`src/rtl/rtc_alarm_pkg.sv`:
```
package rtc_alarm_pkg;

  localparam int unsigned NUM_ALARMS = 2;
  localparam int unsigned CFG_W      = 3;

  typedef enum logic [2:0] {
    SEL_STATUS = 3'd0,
    SEL_CFG_A  = 3'd1,
    SEL_CFG_B  = 3'd2,
    SEL_COUNT  = 3'd3,
    SEL_CMP_A  = 3'd4,
    SEL_CMP_B  = 3'd5,
    SEL_CAL    = 3'd6,
    SEL_TEST   = 3'd7
  } regSel_t;

  // Write strobes from the control side to the datapath.
  typedef struct packed {
    logic                  wrStatus;
    logic [NUM_ALARMS-1:0] wrCfg;
    logic                  wrCount;
    logic [NUM_ALARMS-1:0] wrCmp;
    logic                  wrCal;
    logic                  wrTest;
  } strobe_t;

endpackage

```
`src/rtl/rtc_bus_ctrl.sv`:
```
module rtc_bus_ctrl
  import rtc_alarm_pkg::*;
#(
  parameter int unsigned ADDR_W        = 5,
  parameter int unsigned DATA_W        = 32,
  parameter int unsigned SETTLE_CYCLES = 500
) (
  input  logic              clk,
  input  logic              rstN,
  input  logic              wrEn,
  input  logic [ADDR_W-1:0] addr,
  input  logic [DATA_W-1:0] wdata,
  output strobe_t           strb,
  output logic              busy,
  output logic              ready
);

  localparam int unsigned CNT_W = $clog2(SETTLE_CYCLES + 1);
  localparam logic [CNT_W-1:0] SETTLE_LOAD = CNT_W'(SETTLE_CYCLES);

  logic [CNT_W-1:0] busyCnt;
  regSel_t          sel;
  logic             accept;
  logic             quietWrite;

  assign sel        = regSel_t'(addr[4:2]);
  assign busy       = (busyCnt != '0);
  assign ready      = !busy;
  assign accept     = wrEn && ready;
  assign quietWrite = (sel == SEL_STATUS) && (wdata == '0);

  always_comb begin
    strb = '0;
    if (accept) begin
      unique case (sel)
        SEL_STATUS: strb.wrStatus = 1'b1;
        SEL_CFG_A:  strb.wrCfg[0] = 1'b1;
        SEL_CFG_B:  strb.wrCfg[1] = 1'b1;
        SEL_COUNT:  strb.wrCount  = 1'b1;
        SEL_CMP_A:  strb.wrCmp[0] = 1'b1;
        SEL_CMP_B:  strb.wrCmp[1] = 1'b1;
        SEL_CAL:    strb.wrCal    = 1'b1;
        SEL_TEST:   strb.wrTest   = 1'b1;
        default:    strb          = '0;
      endcase
    end
  end

  always_ff @(posedge clk) begin
    if (!rstN) begin
      busyCnt <= '0;
    end else if (accept && !quietWrite) begin
      busyCnt <= SETTLE_LOAD;
    end else if (busyCnt != '0) begin
      busyCnt <= busyCnt - 1'b1;
    end
  end

  // a settling write opens the busy window
  p_busy_after_write_r7: assert property (@(posedge clk) disable iff (!rstN)
    (wrEn && ready && !quietWrite) |=> busy);

  // the window never exceeds its programmed length
  p_busy_bound_r7: assert property (@(posedge clk) disable iff (!rstN)
    busyCnt <= SETTLE_LOAD);

  // no write strobe reaches the datapath while settling
  p_no_strobe_busy_r8: assert property (@(posedge clk) disable iff (!rstN)
    busy |-> (strb == '0));

  // a zero write to status leaves the bus idle
  p_quiet_write_idle_r9: assert property (@(posedge clk) disable iff (!rstN)
    (wrEn && ready && quietWrite) |=> !busy);

endmodule

```
`src/rtl/rtc_datapath.sv`:
```
module rtc_datapath
  import rtc_alarm_pkg::*;
#(
  parameter int unsigned ADDR_W    = 5,
  parameter int unsigned DATA_W    = 32,
  parameter logic [7:0]  TEST_INIT = 8'hA5
) (
  input  logic              clk,
  input  logic              rstN,
  input  logic              tick1Hz,
  input  strobe_t           strb,
  input  logic [ADDR_W-1:0] addr,
  input  logic [DATA_W-1:0] wdata,
  output logic [DATA_W-1:0] rdata,
  output logic              irq,
  output logic              uninit
);

  logic [DATA_W-1:0]     count;
  logic [DATA_W-1:0]     nextCount;
  logic [DATA_W-1:0]     cmpReg [NUM_ALARMS];
  logic [CFG_W-1:0]      cfgReg [NUM_ALARMS];
  logic [DATA_W-1:0]     calReg;
  logic [DATA_W-1:0]     testReg;
  logic [NUM_ALARMS-1:0] flag;
  logic [NUM_ALARMS-1:0] hit;
  logic [NUM_ALARMS-1:0] alarmEn;
  logic                  countStep;

  assign nextCount = count + 1'b1;
  assign countStep = tick1Hz && !strb.wrCount;

  for (genvar i = 0; i < NUM_ALARMS; i++) begin : g_alarm
    assign hit[i]     = countStep && (nextCount == cmpReg[i]);
    assign alarmEn[i] = cfgReg[i][0];

    // a flag only rises on a tick edge
    p_flag_needs_tick_r4: assert property (@(posedge clk) disable iff (!rstN)
      $rose(flag[i]) |-> $past(tick1Hz));

    // a flag clears only through a status write with its bit set
    p_flag_clear_cause_r5: assert property (@(posedge clk) disable iff (!rstN)
      $fell(flag[i]) |-> ($past(strb.wrStatus) && $past(wdata[i])));
  end

  always_ff @(posedge clk) begin
    if (!rstN) begin
      count   <= '0;
      calReg  <= '0;
      testReg <= DATA_W'(TEST_INIT);
      flag    <= '0;
      for (int k = 0; k < NUM_ALARMS; k++) begin
        cmpReg[k] <= '0;
        cfgReg[k] <= '0;
      end
    end else begin
      if (strb.wrCount)    count <= wdata;
      else if (tick1Hz)    count <= nextCount;
      if (strb.wrCal)      calReg  <= wdata;
      if (strb.wrTest)     testReg <= wdata;
      for (int k = 0; k < NUM_ALARMS; k++) begin
        if (strb.wrCmp[k]) cmpReg[k] <= wdata;
        if (strb.wrCfg[k]) cfgReg[k] <= wdata[CFG_W-1:0];
        if (hit[k])                             flag[k] <= 1'b1;
        else if (strb.wrStatus && wdata[k])     flag[k] <= 1'b0;
      end
    end
  end

  assign irq    = |(flag & alarmEn);
  assign uninit = |testReg[7:0];

  always_comb begin
    unique case (regSel_t'(addr[4:2]))
      SEL_STATUS: rdata = DATA_W'(flag);
      SEL_CFG_A:  rdata = DATA_W'(cfgReg[0]);
      SEL_CFG_B:  rdata = DATA_W'(cfgReg[1]);
      SEL_COUNT:  rdata = count;
      SEL_CMP_A:  rdata = cmpReg[0];
      SEL_CMP_B:  rdata = cmpReg[1];
      SEL_CAL:    rdata = calReg;
      SEL_TEST:   rdata = testReg;
      default:    rdata = '0;
    endcase
  end

  // the count holds without tick or load
  p_count_hold_r2: assert property (@(posedge clk) disable iff (!rstN)
    (!tick1Hz && !strb.wrCount) |=> $stable(count));

  // a tick without a load steps the count by one
  p_count_step_r2: assert property (@(posedge clk) disable iff (!rstN)
    (tick1Hz && !strb.wrCount) |=> (count == $past(count) + 1'b1));

  // the interrupt always has a pending flag behind it
  p_irq_needs_flag_r6: assert property (@(posedge clk) disable iff (!rstN)
    irq |-> (flag != '0));

  // a zero status write with no tick leaves flags alone
  p_zero_status_write_r9: assert property (@(posedge clk) disable iff (!rstN)
    (strb.wrStatus && (wdata[NUM_ALARMS-1:0] == '0) && !tick1Hz) |=> $stable(flag));

endmodule

```
`src/rtl/rtc_alarm_core.sv`:
```
module rtc_alarm_core
  import rtc_alarm_pkg::*;
#(
  parameter int unsigned ADDR_W        = 5,
  parameter int unsigned DATA_W        = 32,
  parameter int unsigned SETTLE_CYCLES = 500,
  parameter logic [7:0]  TEST_INIT     = 8'hA5
) (
  input  logic              clk,
  input  logic              rstN,
  input  logic              tick1Hz,
  input  logic              wrEn,
  input  logic [ADDR_W-1:0] addr,
  input  logic [DATA_W-1:0] wdata,
  output logic [DATA_W-1:0] rdata,
  output logic              ready,
  output logic              busy,
  output logic              irq,
  output logic              uninit
);

  strobe_t strb;

  rtc_bus_ctrl #(
    .ADDR_W        (ADDR_W),
    .DATA_W        (DATA_W),
    .SETTLE_CYCLES (SETTLE_CYCLES)
  ) i_ctrl (
    .clk   (clk),
    .rstN  (rstN),
    .wrEn  (wrEn),
    .addr  (addr),
    .wdata (wdata),
    .strb  (strb),
    .busy  (busy),
    .ready (ready)
  );

  rtc_datapath #(
    .ADDR_W    (ADDR_W),
    .DATA_W    (DATA_W),
    .TEST_INIT (TEST_INIT)
  ) i_dp (
    .clk     (clk),
    .rstN    (rstN),
    .tick1Hz (tick1Hz),
    .strb    (strb),
    .addr    (addr),
    .wdata   (wdata),
    .rdata   (rdata),
    .irq     (irq),
    .uninit  (uninit)
  );

endmodule

```
`config.mk`:
```
export PLATFORM = sky130hd
export DESIGN_NAME = rtc_alarm_core
export DESIGN_NICKNAME = d
export VERILOG_FILES = /design/src/rtl/rtc_alarm_pkg.sv /design/src/rtl/rtc_bus_ctrl.sv /design/src/rtl/rtc_datapath.sv /design/src/rtl/rtc_alarm_core.sv
export SDC_FILE = /design/constraint.sdc
export NUM_CORES = 1
export LEC_CHECK = 0
export ABC_AREA = 0
export CAP_MARGIN = 40
export CORE_MARGIN = 3
export CORE_UTILIZATION = 50
export CTS_CLUSTER_DIAMETER = 60
export CTS_CLUSTER_SIZE = 28
export DETAILED_ROUTE_END_ITERATION = 16
export PLACE_DENSITY = 0.75
export SETUP_SLACK_MARGIN = 0.4
export SLEW_MARGIN = 15
export SYNTH_ARGS = -nofsm -noshare
export SYNTH_HDL_FRONTEND = slang
export SYNTH_SLANG_ARGS = --single-unit
```
`constraint.sdc`:
```
create_clock -name clk -period 14.7 [get_ports clk]
set_clock_uncertainty 0.1 [all_clocks]
set_input_delay 1.47 -clock clk [delete_from_list [all_inputs] [get_ports clk]]
set_output_delay 1.47 -clock clk [all_outputs]
set_load 0.02 [all_outputs]
```
==> results of run 1 <==
==> cell type report <==
class / instances / area (um^2) / area share [%]
multi-input combinational: 891 / 5599 / 47.76
sequential: 177 / 4244 / 36.20
timing repair buffer: 92 / 918.4 / 7.834
clock buffer: 18 / 429.2 / 3.661
tap: 265 / 331.6 / 2.828
clock inverter: 14 / 155.1 / 1.323
inverter: 12 / 46.29 / 0.3949
==> final timing paths <==
kind	startpoint	end	slack (ps)	cells after the start
worst max-delay path	addr[3]	rdata[25]	8990	10
worst max register to register	i_dp.count[11]	i_dp.flag[0]	11080	8
worst min register to register	i_dp.calReg[14]	i_dp.calReg[14]	350	2
worst min-delay path	i_dp.calReg[14]	i_dp.calReg[14]	350	2
==> stage by stage <==
step	hold WS [ps]	total power [mW]	instances	util, %	cell area [um^2]
finish	352.6	1.240	1469	58.89	11720
global route	377.0	1.289	1469	58.89	11720
detailed placement	344.5	0.7926	1437	55.95	11140
global placement	337.1	0.7860	1433	55.52	11050
CTS	353.5	1.243	1469	58.89	11720
floorplan	331.9	0.7162	1178	-	10340
==> power by group through the flow <==
stage | registers (mW) | logic [mW] | clock network [mW]
floorplan | 0.565 | 0.151 | 0
global placement | 0.579 | 0.207 | 0
detailed placement | 0.580 | 0.212 | 0
CTS | 0.570 | 0.214 | 0.459
global route | 0.574 | 0.235 | 0.480
finish | 0.570 | 0.214 | 0.456
==> synth_stat cells, types with 3 or more instances <==
cell type and instances:
nor4_1 16, or4_1 4, and3_1 10, mux2i_1 34, dfxtp_1 107, nand3_1 30, a21oi_1 15, nor3_1 8
nand4_1 24, buf_6 10, and4_1 7, a22oi_1 28, nor2_1 35, nand2b_1 5, a221oi_1 3, a211oi_1 3
inv_1 11, buf_1 12, xor2_1 54, edfxtp_1 70, a21boi_0 10, nand2_1 263, and2_1 44, xnor2_1 64
o2111ai_1 3, a21boi_1 56, o211a_1 32, o21ai_0 78, nor2b_1 5, or3_1 5, clkbuf_1 53, nor3b_1 7
buf_4 4, buf_2 18
==> registers in the layout, indices dropped and copies added, names as in the netlist <==
register        count
i_dp.calReg        32
i_dp.count         32
i_dp.flag           2
i_dp.testReg       32
i_ctrl.busyCnt      9
i_dp.cmpReg        64
i_dp.cfgReg         6
==> metal layers <==
layer,up-vias,GRT usage [%],part of all wire [%]
met4,0,8.600,2.3
met1,4313,35.89,44
li1,4151,-,-
met5,-,0,0
met3,48,5.966,7.2
met2,352,42.82,47
==> critical path, delay by kind of cell <==
family          cells  cell delay [ps]
buf+inv             5             1970
simple gates        3              440
compound gates      2              240
==> cells in the final DEF, fill, tap and decap left out, types with 24 or more instances in the layout <==
master / n
a22oi_1: 28
nand4_1: 24
clkdlybuf4s50_1: 71
xor2_1: 54
nand2_1: 263
dfxtp_1: 107
a21boi_1: 56
nand3_1: 30
o21ai_0: 76
edfxtp_1: 70
nor2_1: 33
mux2i_1: 34
and2_1: 44
xnor2_1: 64
o211a_1: 32
==> kinds of logic (layout without fill, tap and decap cells) <==
kind of cell               after synthesis  count (layout)  share of synthesized area [%]
muxes                                   37              37                          3.835
adders and majority gates                2               2                         0.2419
AOI/OAI and AO/OA                      255             255                          17.40
buffers and inverters                  110             136                          5.106
DFF                                    177             177                          41.04
xor gates and xnor gates               120             120                          10.31
and+or+nand+nor                        477             477                          22.07
==> flow_summary.yaml, run 1 <==
timing:
  min_period_ps: 5707
  max_slew_margin_pct: 44.11
  fin_setup_tns_ps: 0
  final.setup.worst_slack_ps: 8993
  setup_viol: 0
  max_slew.worst_pin.slew_ps: 836.0
  rsz0062_at_grt: "false"
  slew_viol_final: 0
  finalHoldViolations: 0
  clock.fmax_mhz: 175.2
  post-route-period-util_pct: 38.82
cells_and_area:
  drive_gt1_share_pct: 6.229
  fillCellCount: 1752
  final_nets: 1234
  area_growth_pct: 13.37
  antenna_cells: 0
yosys:
  synthArstFlopShare_pct: 0
  synth_cell_type_count: 72
  netlist_area_um2: 10340
  ys_ff_latch: 177
  synth_edf_count: 70
  synth_top_area_cell: "dfxtp_1"
  syn_area_per_cell_um2: 8.779
  yosysWarningCount: 0
  ys_seq_area_share_pct: 41.04
  ys_top_cells_by_area: "dfxtp_1 21%, edfxtp_1 20%, nand2_1 9.5%"
  synth_nets: 1221
  synth_cells: 1178
  yosys.area.top_type_share_pct: 20.71
  synth_flop_cell: "dfxtp_1"
die:
  die_y_um: 149.8
  die_area_um2: 22440
  initial_core_util_pct: 51.94
  die_width_um: 149.8
  coreArea_um2: 19910
  rows: 51
  pin_count: 77
power_and_ir_drop:
  clockPowerShare_pct: 36.7
  switching_share_pct: 28.70
  peakVddDrop_v: 0.00007842
  p_switching_mw: 0.3559
  pwr-share-comb_pct: 17.3
  p_leak_nw: 4.380
  power_frac_seq_pct: 46.0
  internal_power_mw: 0.8841
  pwr_density_cell_nw_per_um2: 105.8
clock_network:
  cts_buffers: 17
  root_buffer: "clkbuf_16"
  cts_resized: 0
  clk_pin_slew_ps: 70
  holdBufCountCts: 0
  clock_insertion_delay_worst_skew_ps: 440
  cts_buffer_depth: 2
  cts_tree: "built"
  post_cts_buffers: 0
  clock-sinks: 177
  h-tree-depth: 4
detailed_routing:
  first_pass_iters: 5
  wl_mm: 29.42
  vias: 8864
  wire_per_inst_um: 20.03
  drt_iter0_drc: 857
  drcViolationCount: 0
  routed_via_density: 6.034
  ant_nets: 0
grt:
  grt_max_degree: 68
  grt_pass1_vias: 8430
  antenna_found_initial: 0
  overflow: 0
  grt_pass1_wl_mm: 46.46
  grt.total_usage_pct: 26.66
job:
  max-cap-violations: 0
setup_path:
  cp_cell_sequence: "buf_2, buf_4, inv_1, nor2_2, buf_4, nand2_1, o21ai_0, nand2_1, o21ai_0, clkdlybuf4s50_1"
  cpPeakStageDelay_ps: 670
  required_ps: 13130
  crit_type: "in2out"
  slowest_stage: "clkdlybuf4s50_1"
  crit_path_max_fanout: 40
  worstSetupEndpointType: "output pin"
  crit_arrival_ps: 4140
  critPathLaunchType: "primary input"
placed_design:
  place_hpwl_mm: 20.19
  port_buffers: 74
  pre_cts_ws_ps: 9047
  place.gp.congestion: 0.9566
worst_hold_path:
  hold_class: "reg2reg"
run_status:
  status: "finished clean"
Power figures use the tool's default switching activity.
==> inputs of run 2 (changes only) <==
PLACE_DENSITY = 0.78   (was 0.75)
clock period = 5.17 ns   (was 14.7 ns; I/O delays follow)
==> flow_summary.yaml, run 2 (synthesis gave the netlist of run 1 again) <==
grt:
  grt_max_degree: 79
  grt_pass1_wl_mm: 46.74
  overflow: 0
  antenna_found_initial: 0
  grt.total_usage_pct: 26.83
  grt_pass1_vias: 8322
timing:
  whs_ps: 348.7
  post-route-period-util_pct: 71.51
  fin_setup_tns_ps: 0
  finalHoldViolations: 0
  min_period_ps: 3697
  setup_viol: 0
  max_slew_margin_pct: 39.51
  max_slew.worst_pin.slew_ps: 906.3
  clock.fmax_mhz: 270.5
  rsz0062_at_grt: "false"
  slew_viol_final: 0
placed_design:
  place_hpwl_mm: 20.57
  port_buffers: 74
  place.gp.congestion: 0.9719
  dp.cells: 1437
cells_and_area:
  drive_gt1_share_pct: 6.063
  final_common_cell: "nand2_1"
  area_growth_pct: 13.45
  multiInputGateArea_um2: 5599
  fillCellCount: 1763
  regArea_um2: 4244
  antenna_cells: 0
  regMostFlops: "i_dp.cmpReg"
  largest_reg_flops: 64
  final_nets: 1234
  layout_common_cells: "263 x nand2_1, 107 x dfxtp_1, 76 x o21ai_0"
  instances_no_fill: 1469
  final_util_pct: 58.93
clock_network:
  clock-sinks: 177
  h-tree-depth: 4
  cts_buffers: 17
  root_buffer: "clkbuf_16"
  cts_buffer_depth: 2
  clk_pin_slew_ps: 70
  clock_insertion_delay_worst_skew_ps: 450
  post_cts_buffers: 0
  holdBufCountCts: 0
  cts_tree: "built"
  cts_resized: 0
setup_path:
  r2r_cells: 8
  r2r-end: "i_dp.cmpReg[0][7]"
  cp_cell_sequence: "buf_2, nor2_2, buf_4, a22oi_1, o21ai_0, clkdlybuf4s50_1"
  worstSetupEndpointType: "output pin"
  cpPeakStageDelay_ps: 770
  critPathLaunchType: "primary input"
  crit_type: "in2out"
  ff2ff_setup_slack_ps: 1590
  required_ps: 4550
  slowest_stage: "nor2_2"
  crit_path_max_fanout: 20
  r2r-start: "i_ctrl.busyCnt[2]"
  path_buf_inv: 3
  cpLargestDelayFamily: "buffers and inverters"
  crit_arrival_ps: 3080
power_and_ir_drop:
  p_leak_nw: 4.391
  p_total_mw: 3.581
  peakVddDrop_v: 0.0002989
  pwr_density_cell_nw_per_um2: 305.2
detailed_routing:
  first_pass_iters: 6
  wl_mm: 29.74
  vias: 8808
  ant_nets: 0
  wire_per_inst_um: 20.24
  drt_iter0_drc: 866
  drcViolationCount: 0
  routed_via_density: 5.996
die:
  coreArea_um2: 19910
  initial_core_util_pct: 51.94
  die_width_um: 149.8
  die_area_um2: 22440
  pin_count: 77
  rows: 51
  die_y_um: 149.8
job:
  max-cap-violations: 0
worst_hold_path:
  hold_start: "rstN"
  hold_class: "in2reg"
  hold_path_depth: 2
  hold_end: "i_dp.testReg[0]"
run_status:
  status: "finished clean"
run 2: changes by cell type in the layout (fill, tap and decap cells not counted):
cell        before  now
clkinv_2         2    1
clkbuf_1         1    4
inv_6            4    0
clkbuf_16       17   22
clkinv_1         1    0
clkinvlp_4       1    0
buf_4           15   17
clkinv_4         5    3
clkbuf_8         0    3
buf_16           2    0
bufinv_16        2    0
run 2: stage by stage:
stage	worst slack, ps	instance area (um^2)
after floorplan	310.1	10340
after global placement	1558	11070
after detailed placement	1554	11100
after CTS	1575	11730
after global routing	1402	11730
final	1473	11730
run 2: how the worst max path moves through the flow:
stage	endpoint	cells past startpoint	slack [ps]	start
4_1_cts	rdata[6]	6	1570	addr[4]
6_report	rdata[31]	6	1470	addr[4]
2_1_floorplan	i_dp.cmpReg[0][0]	8	310	i_ctrl.busyCnt[2]
5_1_grt	i_dp.cmpReg[0][0]	8	1400	i_ctrl.busyCnt[2]
3_5_place_dp	i_dp.flag[0]	11	1550	addr[2]
3_3_place_gp	i_dp.flag[0]	11	1560	addr[2]
run 2: where the power goes:
group	leakage [nW]	switching (mW)	internal [mW]
registers	1.59	0.0848	1.54
clock network	0.310	0.553	0.802
logic	2.49	0.351	0.255
run 2: routing by layer:
metal / vias to the layer above / wire [um] / global-route usage (%)
li1: 4150 / - / -
met1: 4267 / 12900 / 36.93
met4: 0 / 496 / 7.091
met5: - / 0 / 0
met2: 349 / 14220 / 43.59
met3: 42 / 2114 / 5.118
run 2: area by class of cell:
type,count,share of cell area (%)
multi-input combinational,891,47.72
sequential,177,36.17
timing repair buffer,92,7.486
clock buffer,29,5.172
tap,265,2.826
inverter,12,0.3946
clock inverter,3,0.2240
==> inputs of run 3 (changes only) <==
clock period = 3 ns   (was 5.17 ns; I/O delays follow)
==> flow_summary.yaml, run 3 (synthesis gave the netlist of run 1 again) <==
run_status:
  status: "finished clean"
clock_network:
  cts_buffers: 17
  cts_tree: "built"
  h-tree-depth: 4
  clock_insertion_delay_worst_skew_ps: 440
  clock-sinks: 177
  cts_buffer_depth: 2
  holdBufCountCts: 0
  root_buffer: "clkbuf_16"
  clk_pin_slew_ps: 70
detailed_routing:
  vias: 9666
  wire_per_inst_um: 23.10
  drt_iter0_drc: 1194
  routed_via_density: 6.244
  wl_mm: 35.76
  first_pass_iters: 6
  wl_met3_mm: 4.044
  drcViolationCount: 0
  ant_nets: 0
  maxUsedRoutingLayer: "met4"
  drt-met1-wl_mm: 13.70
  met2_wirelength_mm: 16.21
die:
  die_y_um: 149.8
  pin_count: 77
  die_width_um: 149.8
  die_area_um2: 22440
  coreArea_um2: 19910
  rows: 51
  initial_core_util_pct: 51.94
power_and_ir_drop:
  p_leak_nw: 5.663
  p_total_mw: 6.344
  pwr_density_cell_nw_per_um2: 474.3
  peakVddDrop_v: 0.0006163
timing:
  clock.fmax_mhz: 356.2
  setup_viol: 0
  max_slew.worst_pin.slew_ps: 860.9
  fin_setup_tns_ps: 0
  min_period_ps: 2808
  finalHoldViolations: 0
  post-route-period-util_pct: 93.58
  max_slew_margin_pct: 42.08
  slew_viol_final: 0
  rsz0062_at_grt: "true"
grt:
  antenna_found_initial: 0
  grt_max_degree: 67
  overflow: 0
  grt_pass1_vias: 9005
  grt_pass1_wl_mm: 49.84
  grt.total_usage_pct: 28.85
setup_path:
  crit_type: "reg2reg"
  required_ps: 3260
  cp_cell_sequence: "buf_4, nand4_1, nor3_2, o311ai_0, o21a_1, a2111oi_2, nand4_1, or4_4, o31ai_2"
  cpPeakStageDelay_ps: 520
  cpLargestDelayFamily: "simple AND/OR/NAND/NOR gates"
  slowest_stage: "or4_4"
  worstSetupEndpointType: "flop"
  crit_path_max_fanout: 9
  crit_arrival_ps: 3060
  path_buf_inv: 1
  ff2ff_setup_slack_ps: 190
  critPathLaunchType: "flop"
  crit_top_cell: "nand4_1"
job:
  max-cap-violations: 0
cells_and_area:
  fillCellCount: 1521
  final_common_cell: "nand2_1"
  regMostFlops: "i_dp.cmpReg"
  largest_reg_flops: 64
  final_area_um2: 13380
  layout_common_cells: "219 x nand2_1, 95 x dfxtp_1, 75 x o21ai_0"
  drive_gt1_share_pct: 23.38
  multiInputGateArea_um2: 6230
  antenna_cells: 0
  final_nets: 1313
  regArea_um2: 4264
  area_growth_pct: 29.35
placed_design:
  place.gp.congestion: 0.9312
  place_hpwl_mm: 20.78
  port_buffers: 74
  place_area_um2: 11550
worst_hold_path:
  hold_class: "in2reg"
[run 3: worst paths after layout]
path                        start              end  depth (start not counted)
setup reg to reg   i_dp.count[11]     i_dp.flag[0]                          9
hold / removal               rstN  i_dp.testReg[2]                          3
setup / recovery   i_dp.count[11]     i_dp.flag[0]                          9
hold reg to reg   i_dp.calReg[19]  i_dp.calReg[19]                          2
[run 3: timing repair]
item                                    4_1_cts  5_1_grt
gates cloned                                  6       11
buffers inserted                             12        7
endpoints found under the setup margin      240      254
pin swaps                                     8       82
gates resized for setup                      53      189
[run 3: final cells by class]
cell class              instances  area share [%]
clock inverters                12          0.6922
flip-flops and latches        177           31.88
clock buffers                  20           3.498
well taps                     265           2.479
repair buffers                171           14.45
multi-input cells             891           46.57
inverters                      12          0.4303
[run 3: per-stage QoR]
step           hold slack, ps  instances  setup WS [ps]  utilization, %
4_1_cts                 290.7       1530          262.2           62.69
3_5_place_dp            344.7       1480          79.61           58.03
6_report                278.8       1548          192.5           67.19
5_1_grt                 294.7       1548          96.73           67.19
3_3_place_gp            337.1       1480          118.8           58.03
2_1_floorplan           324.0       1178          81.54               -
[run 3: report_power, final]
group,internal (mW),switching (mW)
sequential,2.65,0.123
clock,1.15,1.02
combinational,0.620,0.778
[run 3: worst register-to-register path, stage by stage, from the launching register on]
cell	delay (ps)
dfxtp_1	340
buf_4	190
nand4_1	240
nor3_2	310
o311ai_0	190
o21a_1	170
a2111oi_2	310
nand4_1	170
or4_4	520
o31ai_2	190
[run 3: routing by layer]
layer / global-route usage [%] / vias to the layer above
met1: 37.51 / 4587
li1: - / 4343
met2: 46.59 / 588
met3: 7.087 / 148
met5: 0 / -
met4: 10.98 / 0
